[src/rtl/adcf_pkg.sv]
package adcf_pkg;

    localparam int RES_W     = 12;
    localparam int SRC_W     = 2;
    localparam int CH_W      = 5;
    localparam int INVAL_BIT = 12;

    typedef struct packed {
        logic [RES_W-1:0] result;
        logic [SRC_W-1:0] src;
        logic [CH_W-1:0]  chan;
    } entry_t;

    typedef enum logic [1:0] {
        ACC_BYTE = 2'd0,
        ACC_HALF = 2'd1,
        ACC_WORD = 2'd2,
        ACC_RSVD = 2'd3
    } acc_size_e;

    // Place one entry in the 32-bit read word.
    function automatic logic [31:0] pack_word(entry_t e, logic inval);
        logic [31:0] w;
        w            = '0;
        w[31:20]     = e.result;
        w[INVAL_BIT] = inval;
        w[9:8]       = e.src;
        w[4:0]       = e.chan;
        return w;
    endfunction

endpackage

[src/rtl/adcf_lane_decode.sv]
module adcf_lane_decode
    import adcf_pkg::*;
(
    input  logic [1:0] size,
    input  logic [1:0] lane,
    output logic       pop_sel
);

    always_comb begin
        unique case (size)
            ACC_WORD: pop_sel = 1'b1;
            ACC_HALF: pop_sel = lane[1];
            ACC_BYTE: pop_sel = (lane == 2'd3);
            default:  pop_sel = 1'b0;
        endcase
    end

endmodule

[src/rtl/adcf_store.sv]
module adcf_store
    import adcf_pkg::*;
#(
    parameter int DEPTH = 16,
    localparam int PTR_W = $clog2(DEPTH),
    localparam int LVL_W = $clog2(DEPTH + 1)
) (
    input  logic             clk,
    input  logic             rst,
    input  logic             clr,
    input  logic             push_req,
    input  logic             pop_req,
    input  entry_t           din,
    output entry_t           head,
    output logic [LVL_W-1:0] level,
    output logic [LVL_W-1:0] next_level,
    output logic             push_ok,
    output logic             ovf_evt
);

    localparam logic [LVL_W-1:0] LVL_FULL = LVL_W'(DEPTH);
    localparam logic [LVL_W-1:0] LVL_ONE  = LVL_W'(1);

    entry_t           mem [DEPTH];
    logic [PTR_W-1:0] wptr, rptr;
    logic             pop_ok;

    always_comb begin
        pop_ok  = pop_req && (level != '0) && !clr;
        push_ok = push_req && !clr && ((level != LVL_FULL) || pop_ok);
        ovf_evt = push_req && !clr && !push_ok;
        next_level = level;
        if (push_ok) next_level = next_level + LVL_ONE;
        if (pop_ok)  next_level = next_level - LVL_ONE;
    end

    always_ff @(posedge clk) begin
        if (rst || clr) begin
            wptr  <= '0;
            rptr  <= '0;
            level <= '0;
        end else begin
            if (push_ok) wptr <= wptr + PTR_W'(1);
            if (pop_ok)  rptr <= rptr + PTR_W'(1);
            level <= next_level;
        end
    end

    always_ff @(posedge clk) begin
        if (push_ok) mem[wptr] <= din;
    end

    assign head = mem[rptr];

    AST_LEVEL_BOUND: assert property (@(posedge clk) disable iff (rst)
        level <= LVL_FULL);

    AST_FULL_DROP: assert property (@(posedge clk) disable iff (rst)
        (level == LVL_FULL && push_req && !pop_req && !clr)
            |=> ($stable(wptr) && level == LVL_FULL));

    AST_CLEAR_EMPTIES: assert property (@(posedge clk) disable iff (rst)
        clr |=> (level == '0));

    AST_EMPTY_READ_HOLD: assert property (@(posedge clk) disable iff (rst)
        (level == '0 && pop_req && !push_req && !clr) |=> $stable(rptr));

    AST_FULL_SWAP: assert property (@(posedge clk) disable iff (rst)
        (level == LVL_FULL && push_req && pop_req && !clr)
            |=> (level == LVL_FULL && !$stable(wptr)));

endmodule

[src/rtl/adcf_flags.sv]
module adcf_flags #(
    parameter int CFG_W = 4,
    parameter int LVL_W = 5
) (
    input  logic             clk,
    input  logic             rst,
    input  logic             push_ok,
    input  logic             ovf_evt,
    input  logic [LVL_W-1:0] next_level,
    input  logic [CFG_W-1:0] stage_cfg,
    input  logic             irq_en,
    input  logic             clr_irq,
    input  logic             clr_ovf,
    output logic             irq_flag,
    output logic             ovf_flag,
    output logic             irq
);

    logic [LVL_W-1:0] target;
    logic             hit;

    always_comb begin
        target = LVL_W'(stage_cfg) + LVL_W'(1);
        hit    = push_ok && (next_level == target);
    end

    always_ff @(posedge clk) begin
        if (rst) begin
            irq_flag <= 1'b0;
            ovf_flag <= 1'b0;
        end else begin
            if (hit)          irq_flag <= 1'b1;
            else if (clr_irq) irq_flag <= 1'b0;
            if (ovf_evt)      ovf_flag <= 1'b1;
            else if (clr_ovf) ovf_flag <= 1'b0;
        end
    end

    assign irq = irq_flag & irq_en;

    AST_IRQ_STICKY: assert property (@(posedge clk) disable iff (rst)
        (irq_flag && !clr_irq) |=> irq_flag);

    AST_OVF_STICKY: assert property (@(posedge clk) disable iff (rst)
        (ovf_flag && !clr_ovf) |=> ovf_flag);

    AST_OVF_RECORD: assert property (@(posedge clk) disable iff (rst)
        ovf_evt |=> ovf_flag);

    AST_IRQ_RECORD: assert property (@(posedge clk) disable iff (rst)
        hit |=> irq_flag);

endmodule

[src/rtl/adc_result_fifo.sv]
module adc_result_fifo
    import adcf_pkg::*;
#(
    parameter int DEPTH = 16,
    localparam int CFG_W = $clog2(DEPTH)
) (
    input  logic             clk,
    input  logic             rst,
    input  logic             wr_en,
    input  logic [11:0]      wr_result,
    input  logic [1:0]       wr_src,
    input  logic [4:0]       wr_chan,
    input  logic             rd_en,
    input  logic [1:0]       rd_size,
    input  logic [1:0]       rd_lane,
    output logic [31:0]      rd_data,
    input  logic             clr_fifo,
    input  logic [CFG_W-1:0] stage_cfg,
    input  logic             irq_en,
    input  logic             clr_irq,
    input  logic             clr_ovf,
    output logic             empty,
    output logic             full,
    output logic             ovf_flag,
    output logic             irq_flag,
    output logic             irq
);

    localparam int LVL_W = $clog2(DEPTH + 1);

    entry_t           din, head;
    logic [LVL_W-1:0] level, next_level;
    logic             pop_sel, push_ok, ovf_evt;

    assign din = '{result: wr_result, src: wr_src, chan: wr_chan};

    adcf_lane_decode u_lane (
        .size    (rd_size),
        .lane    (rd_lane),
        .pop_sel (pop_sel)
    );

    adcf_store #(.DEPTH(DEPTH)) u_store (
        .clk        (clk),
        .rst        (rst),
        .clr        (clr_fifo),
        .push_req   (wr_en),
        .pop_req    (rd_en & pop_sel),
        .din        (din),
        .head       (head),
        .level      (level),
        .next_level (next_level),
        .push_ok    (push_ok),
        .ovf_evt    (ovf_evt)
    );

    adcf_flags #(.CFG_W(CFG_W), .LVL_W(LVL_W)) u_flags (
        .clk        (clk),
        .rst        (rst),
        .push_ok    (push_ok),
        .ovf_evt    (ovf_evt),
        .next_level (next_level),
        .stage_cfg  (stage_cfg),
        .irq_en     (irq_en),
        .clr_irq    (clr_irq),
        .clr_ovf    (clr_ovf),
        .irq_flag   (irq_flag),
        .ovf_flag   (ovf_flag),
        .irq        (irq)
    );

    assign empty   = (level == '0);
    assign full    = (level == LVL_W'(DEPTH));
    assign rd_data = empty ? pack_word('0, 1'b1) : pack_word(head, 1'b0);

    AST_NO_FLAG_ON_EMPTY_READ: assert property (@(posedge clk) disable iff (rst)
        (empty && rd_en && !wr_en && !ovf_flag) |=> !ovf_flag);

    AST_RESET_EMPTY: assert property (@(posedge clk)
        rst |=> (empty && !irq_flag && !ovf_flag));

endmodule

[config.mk]
export PLATFORM = sky130hd
export DESIGN_NAME = adc_result_fifo
export DESIGN_NICKNAME = d
export VERILOG_FILES = /design/src/rtl/adcf_pkg.sv /design/src/rtl/adcf_lane_decode.sv /design/src/rtl/adcf_store.sv /design/src/rtl/adcf_flags.sv /design/src/rtl/adc_result_fifo.sv
export SDC_FILE = /design/constraint.sdc
export NUM_CORES = 1
export LEC_CHECK = 0
export BUFFER_PORTS_ARGS = -buffer_cell sky130_fd_sc_hd__buf_2
export CAP_MARGIN = 20
export CORE_ASPECT_RATIO = 0.75
export CORE_MARGIN = 1
export CORE_UTILIZATION = 45
export CTS_CLUSTER_DIAMETER = 200
export CTS_CLUSTER_SIZE = 25
export DETAILED_ROUTE_END_ITERATION = 12
export SYNTH_ARGS = -nofsm -noshare
export SYNTH_HDL_FRONTEND = slang
export SYNTH_SLANG_ARGS = --single-unit
[constraint.sdc]
create_clock -name clk -period 3.3 [get_ports clk]
set_input_delay 0.495 -clock clk [delete_from_list [all_inputs] [get_ports clk]]
set_output_delay 0.495 -clock clk [all_outputs]
set_load 0.05 [all_outputs]
# After elaboration in Yosys (flattened, before gate mapping)
# Memories as Yosys holds them, arrays and structs flattened. A register that Yosys moved wholly into a read port is not among the register bits.
# Cells that the tools add are included.
word_totals:
  register_bits: 15
  ramBits: 304
  input_bits: 35
  out_inout_bits: 37
  word_cells: 46
  n_memories: 1
memory_table:
  columns: ["name", "depth", "width", "rd", "rd_clocked_by_memory_dff", "wr", "line_no", "source"]
  rows:
  - ["u_store.mem", 16, 19, 1, 1, 1, "adcf_store.sv:24", "entry_t mem [DEPTH];"]
op_classes:
  add_sub_neg: 5
  n_eq_ne: 6
  mux: 12
  bitwise_logic: 2
  n_reduce_logical: 15
ops:
  columns: ["cell", "n"]
  rows:
  - ["$mux 32", 1]
  - ["$mux 5", 2]
  - ["$add 4x1->4 const B", 2]
  - ["$mux 4", 2]
  - ["$logic_and 1x1->1", 6]
  - ["$mux 1", 6]
  - ["$add 4x1->5 const B", 1]
  - ["$add 5x1->5 const B", 1]
  - ["$eq 5x5->1", 1]
  - ["$eq 5x5->1 const B", 1]
  - ["$logic_not 5->1", 1]
  - ["$ne 5x5->1 const B", 1]
  - ["$reduce_bool 5->1", 1]
  - ["$sub 5x1->5 const B", 1]
  - ["$eq 2x2->1 const B", 2]
  - ["$reduce_bool 2->1", 2]
  - ["$pmux 1 s3", 1]
  - ["$and 1x1->1", 2]
  - ["$eq 2x1->1 const B", 1]
  - ["$logic_not 1->1", 2]
  - ["$logic_not 2->1", 1]
  - ["$logic_or 1x1->1", 2]

# Longest topological paths before layout
depth:
  depth_word: 13
  ltp_mapped: 10
  mapped_depth_nobuf: 10

# Modules after synthesis
# From an unflattened synthesis, not the netlist that was laid out.
unflattened:
  cells_unflattened: 608
  hier_area_um2: 12952.4
by_module_without_submodules:
  columns: ["mod", "instances", "cells_per_inst", "area_each_um2", "seq_area_each_um2"]
  rows:
  - ["adcf_store", 1, 544, 12460.7, 9469.1]
  - ["adc_result_fifo", 1, 42, 310.3, 0.0]
  - ["adcf_flags", 1, 20, 166.4, 40.0]
  - ["adcf_lane_decode", 1, 2, 15.0, 0.0]

# Least setup slack after synthesis
# Ideal clock, no wire load.
synth_timing:
  path_kind: "flip-flop to flip-flop"
  startpoint: "register u_store.level[0]"
  endpoint: "memory u_store.mem[3][0] in the netlist's numbering (enable)"
  setup_ps: 419
  arrival_ps: 3194
  t_required_ps: 2881
  setup_slack_ps: -313
  path_stages_with_launch: 10
  n_path_buf: 0
  synth_period_minus_slack_ps: 3613
  cell_sequence: "dfxtp_1 > inv_2 > ha_1 > nand4bb_1 > inv_1 > o21ai_1 > nor2_1 > nor2_1 > nand2_1 > nor3_1"
synth_between:
  elab_chain_len: 7
  elab_cells_between_ends: 8
  cone_classes: "1 x eq/ne; 2 x mux; 5 x reduce/logical"
synth_lines:
  columns: ["element", "line_no", "source"]
  rows:
  - ["start: declaration", "adcf_store.sv:15", "output logic [LVL_W-1:0] level,"]
  - ["start signal: assignment", "adcf_store.sv:45", "level <= next_level;"]
  - ["$reduce_bool 5->1", "adcf_store.sv:29", "pop_ok = pop_req && (level != '0) && !clr;"]
  - ["$logic_and 1x1->1 (2 in series)", "adcf_store.sv:29", null]
  - ["$logic_or 1x1->1 (*)", "adcf_store.sv:30", "push_ok = push_req && !clr && ((level != LVL_FULL) || pop_ok);"]
  - ["$logic_and 1x1->1 (*)", "adcf_store.sv:30", null]
  - ["$mux 1 (*)", "adcf_store.sv:50", "if (push_ok) mem[wptr] <= din;"]
  - ["$mux 1 (not written as such) (*)", "adcf_store.sv:50", null]
  - ["end: declaration", "adcf_store.sv:24", null]
# Mark *: on every way between the ends. The rest lies on a longest branch, timed or not.

==> summary.md <==
| Metric | Value |
|---|---|
| Hold endpoint | u_flags.ovf_flag |
| Mapped cell area | 12800 sq um |
| DRT Wirelength | 26400 um |
| CTS buffer count | 16 |
| Most numerous cell in the Yosys netlist | edfxtp_1 |
| Gr usage total | 18.6% |
| Met3 GRT Util | 2.79% |
| CTS root buf | clkbuf_16 |
| First-pass GRT wire length | 39600 um |
| P per Cell Area | 480 nW/um^2 |
| Layout cells sized above 1 | 34.8% |
| Initial DRC Count | 501 |
| Synth top cells by count | edfxtp_1, mux4_2, nor2_1 |
| Leak | 4.47 nW |
| Final Slew Violations | 0 |
| Total Power | 6.89 mW |
| CTS sink count | 323 |
| Flops & latches, synth | 323 |
| Seq/Total Area, Yosys | 74.2% |
| Relative slew slack | 43.2% |
| Die W | 197 um |
| Mean post-synth cell area | 21.2 sq um |
| Routing usage on met1 | 27.0% |
| Post-layout min period | 3.16 ns |
| CTS clock-pin slew for the worst setup and hold paths | 0.10 ns |
| Worst Path Required | 2.80 ns |
| Final hold violations | 0 |
| DIE HEIGHT | 148 um |
| Antenna Nets Post-Route | 0 |
| Share of the synthesized area in the top cell type | 71.2% |
| Vias post-DR | 5973 |
| CP endpoint kind | primary output |
| Layout area overhead | 12.0% |
| Main synth FF type | edfxtp_1 |
| CP Max Fanout | 30 |
| DRT Pass-1 Iters | 4 |
| RR Startpoint | u_store.level[0] |
| Yosys synthesis warning count | 0 |
| Number of cells on the worst hold path | 2 |
| Async SR Flop Fraction | 0% |
| Post-synth cell types | 45 |
| RePlAce Congestion | 0.789 |
| Critical Setup Path Class | flip-flop to primary output |
| Worst R2R Path Depth | 9 |
| DP HPWL | 16000 um |
| Worst Max-Slew Pin Slew | 0.851 ns |
| Worst Skew | 0.0125 ns |
| # IOs | 72 |
| Outcome | completed |
| HP Class | input port to flip-flop |
| Post-synth top area cell | edfxtp_1 |
| GRT Residual Overflow | 0 |
| Reg-to-reg endpoint | u_flags.irq_flag |
| Drt wl/cell | 24.3 um |
| Tcrit/Tclk final | 95.8% |
| Max Cap Viol | 0 |
| IO buf count | 59 |
| Die Footprint | 29200 sq um |
| Clock buffer depth | 3 |
| Diode count | 0 |
| Area contributors post-synth | edfxtp_1, mux4_2, dfxtp_1, nor2b_1, nor2_1 |
| # DRC | 0 |
| CP arrival | 2.67 ns |
| Number of flops mapped to enable cells by yosys | 304 |
| Hold Crit Start | rst |
| RSZ-0062 raised after global routing | no |
| CTS hold repair buffers | 0 |
| CP startpoint kind | flip-flop |
| Vias in the first global route | 6365 |
| Clk_lat worst skew | 0.50 ns |
| Resized cells post-CTS | 0 |
| Setup Viol. Count Final | 0 |
| Starting Density | 45.8% |
| Fmax | 316 MHz |
| Fin nets | 741 |
| TritonCTS clock tree | done |
| H-tree depth | 1 |
| Met2 usage | 30.8% |
| Max IR drop VDD | 0.261 mV |
| Setup TNS | 0 ns |
| Cells after Synth | 605 |
| Initial antenna violation count | 0 |
| Largest net degree at the start of global routing | 31 |
| Routed vias/inst | 5.49 |
| Most Used Layer, Global Route | met2 |
| Placeable Area | 28000 sq um |
| Flop2flop setup slack | 0.64 ns |
| Post-CTS Setup Repair Bufs | 0 |
| # rows | 53 |
## where the power goes
| part | total (mW) | internal [mW] | switching, mW |
|---|---|---|---|
| sequential | 4.49 | 4.48 | 0.00535 |
| combinational | 0.253 | 0.0722 | 0.181 |
| clock | 2.15 | 0.968 | 1.18 |
## cell usage in the layout (no fill, tap or decap), types with 2 or more instances in the layout
cell type  Yosys  layout
a21oi_1        5       5
edfxtp_1     304     304
clkbuf_1      18       4
dfxtp_4        0       2
nor2_2         0      12
nor2_1        32      20
clkbuf_16      0      17
nand4_1        4       4
nor2b_1       22      22
o21ai_0        3       3
nor3_1         7       3
xor2_1         8       8
buf_12         0       4
dfxtp_1       19      17
xnor2_1       11      11
ha_1           8       8
buf_2          6      59
mux4_2        95      95
inv_1          4       4
nand2b_1       7       7
nor3_4         0       4
nand2_1       10      10
buf_4         13      40
conb_1         1      12
nand3_1        2       2
## registers in the layout (all words and copies together), names as in the netlist, named ones only
signal,count
u_flags.ovf_flag,1
u_flags.irq_flag,1
u_store.wptr,4
u_store.rptr,4
u_store.mem,304
u_store.level,5
## cell type report
type | instances | area [sq um]
Fill cell | 2235 | 13600
Timing Repair Buffer | 103 | 676
Sequential cell | 323 | 9520
Tap cell | 385 | 482
Clock buffer | 22 | 454
Inverter | 5 | 18.8
Multi-Input combinational cell | 249 | 3210
## stage by stage
step / setup WS (ns) / utilization, % / hold slack [ns] / cell area, sq um / instances
2_1_floorplan: 0.191 / - / 0.468 / 12900 / 616
3_3_place_gp: 0.638 / 49.7 / 0.472 / 13900 / 1065
3_5_place_dp: 0.626 / 49.7 / 0.483 / 13900 / 1065
4_1_cts: 0.0790 / 51.3 / 0.203 / 14400 / 1087
5_1_grt: 0.0263 / 51.3 / 0.213 / 14400 / 1087
6_report: 0.140 / 51.3 / 0.229 / 14400 / 1087
## critical path, stage by stage, from the launching register on
cell	delay [ns]
dfxtp_4	0.43
buf_12	0.27
mux4_2	0.55
mux4_2	0.52
nor2b_1	0.15
buf_2	0.22
## kinds of logic (layout without fill, tap and decap cells)
| logic type | count (synthesis) | count (layout) | synth area share (%) |
|---|---|---|---|
| compound gates | 18 | 18 | 1.01 |
| xor+xnor | 20 | 20 | 1.48 |
| fa+ha+maj | 8 | 8 | 0.781 |
| buf+inv | 44 | 130 | 1.73 |
| flops | 323 | 323 | 74.2 |
| mux | 95 | 95 | 16.7 |
| other cells | 1 | 12 | 0.0293 |
| simple gates | 96 | 96 | 4.06 |
## layer usage
metal	vias up	wire length [um]
met2	174	12900
li1	2614	-
met1	3161	11700
met4	0	339
met5	-	0
met3	24	1420
## how the worst max path moves through the flow
| stage | end | slack [ns] | depth (start not counted) |
|---|---|---|---|
| 2_1_floorplan | u_store.mem[7][0] | 0.19 | 9 |
| 3_3_place_gp | rd_data[29] | 0.64 | 5 |
| 3_5_place_dp | rd_data[29] | 0.63 | 5 |
| 4_1_cts | rd_data[29] | 0.08 | 5 |
| 5_1_grt | rd_data[29] | 0.03 | 5 |
| 6_report | rd_data[29] | 0.14 | 5 |
No activity file was read; power rests on OpenSTA's default activity.
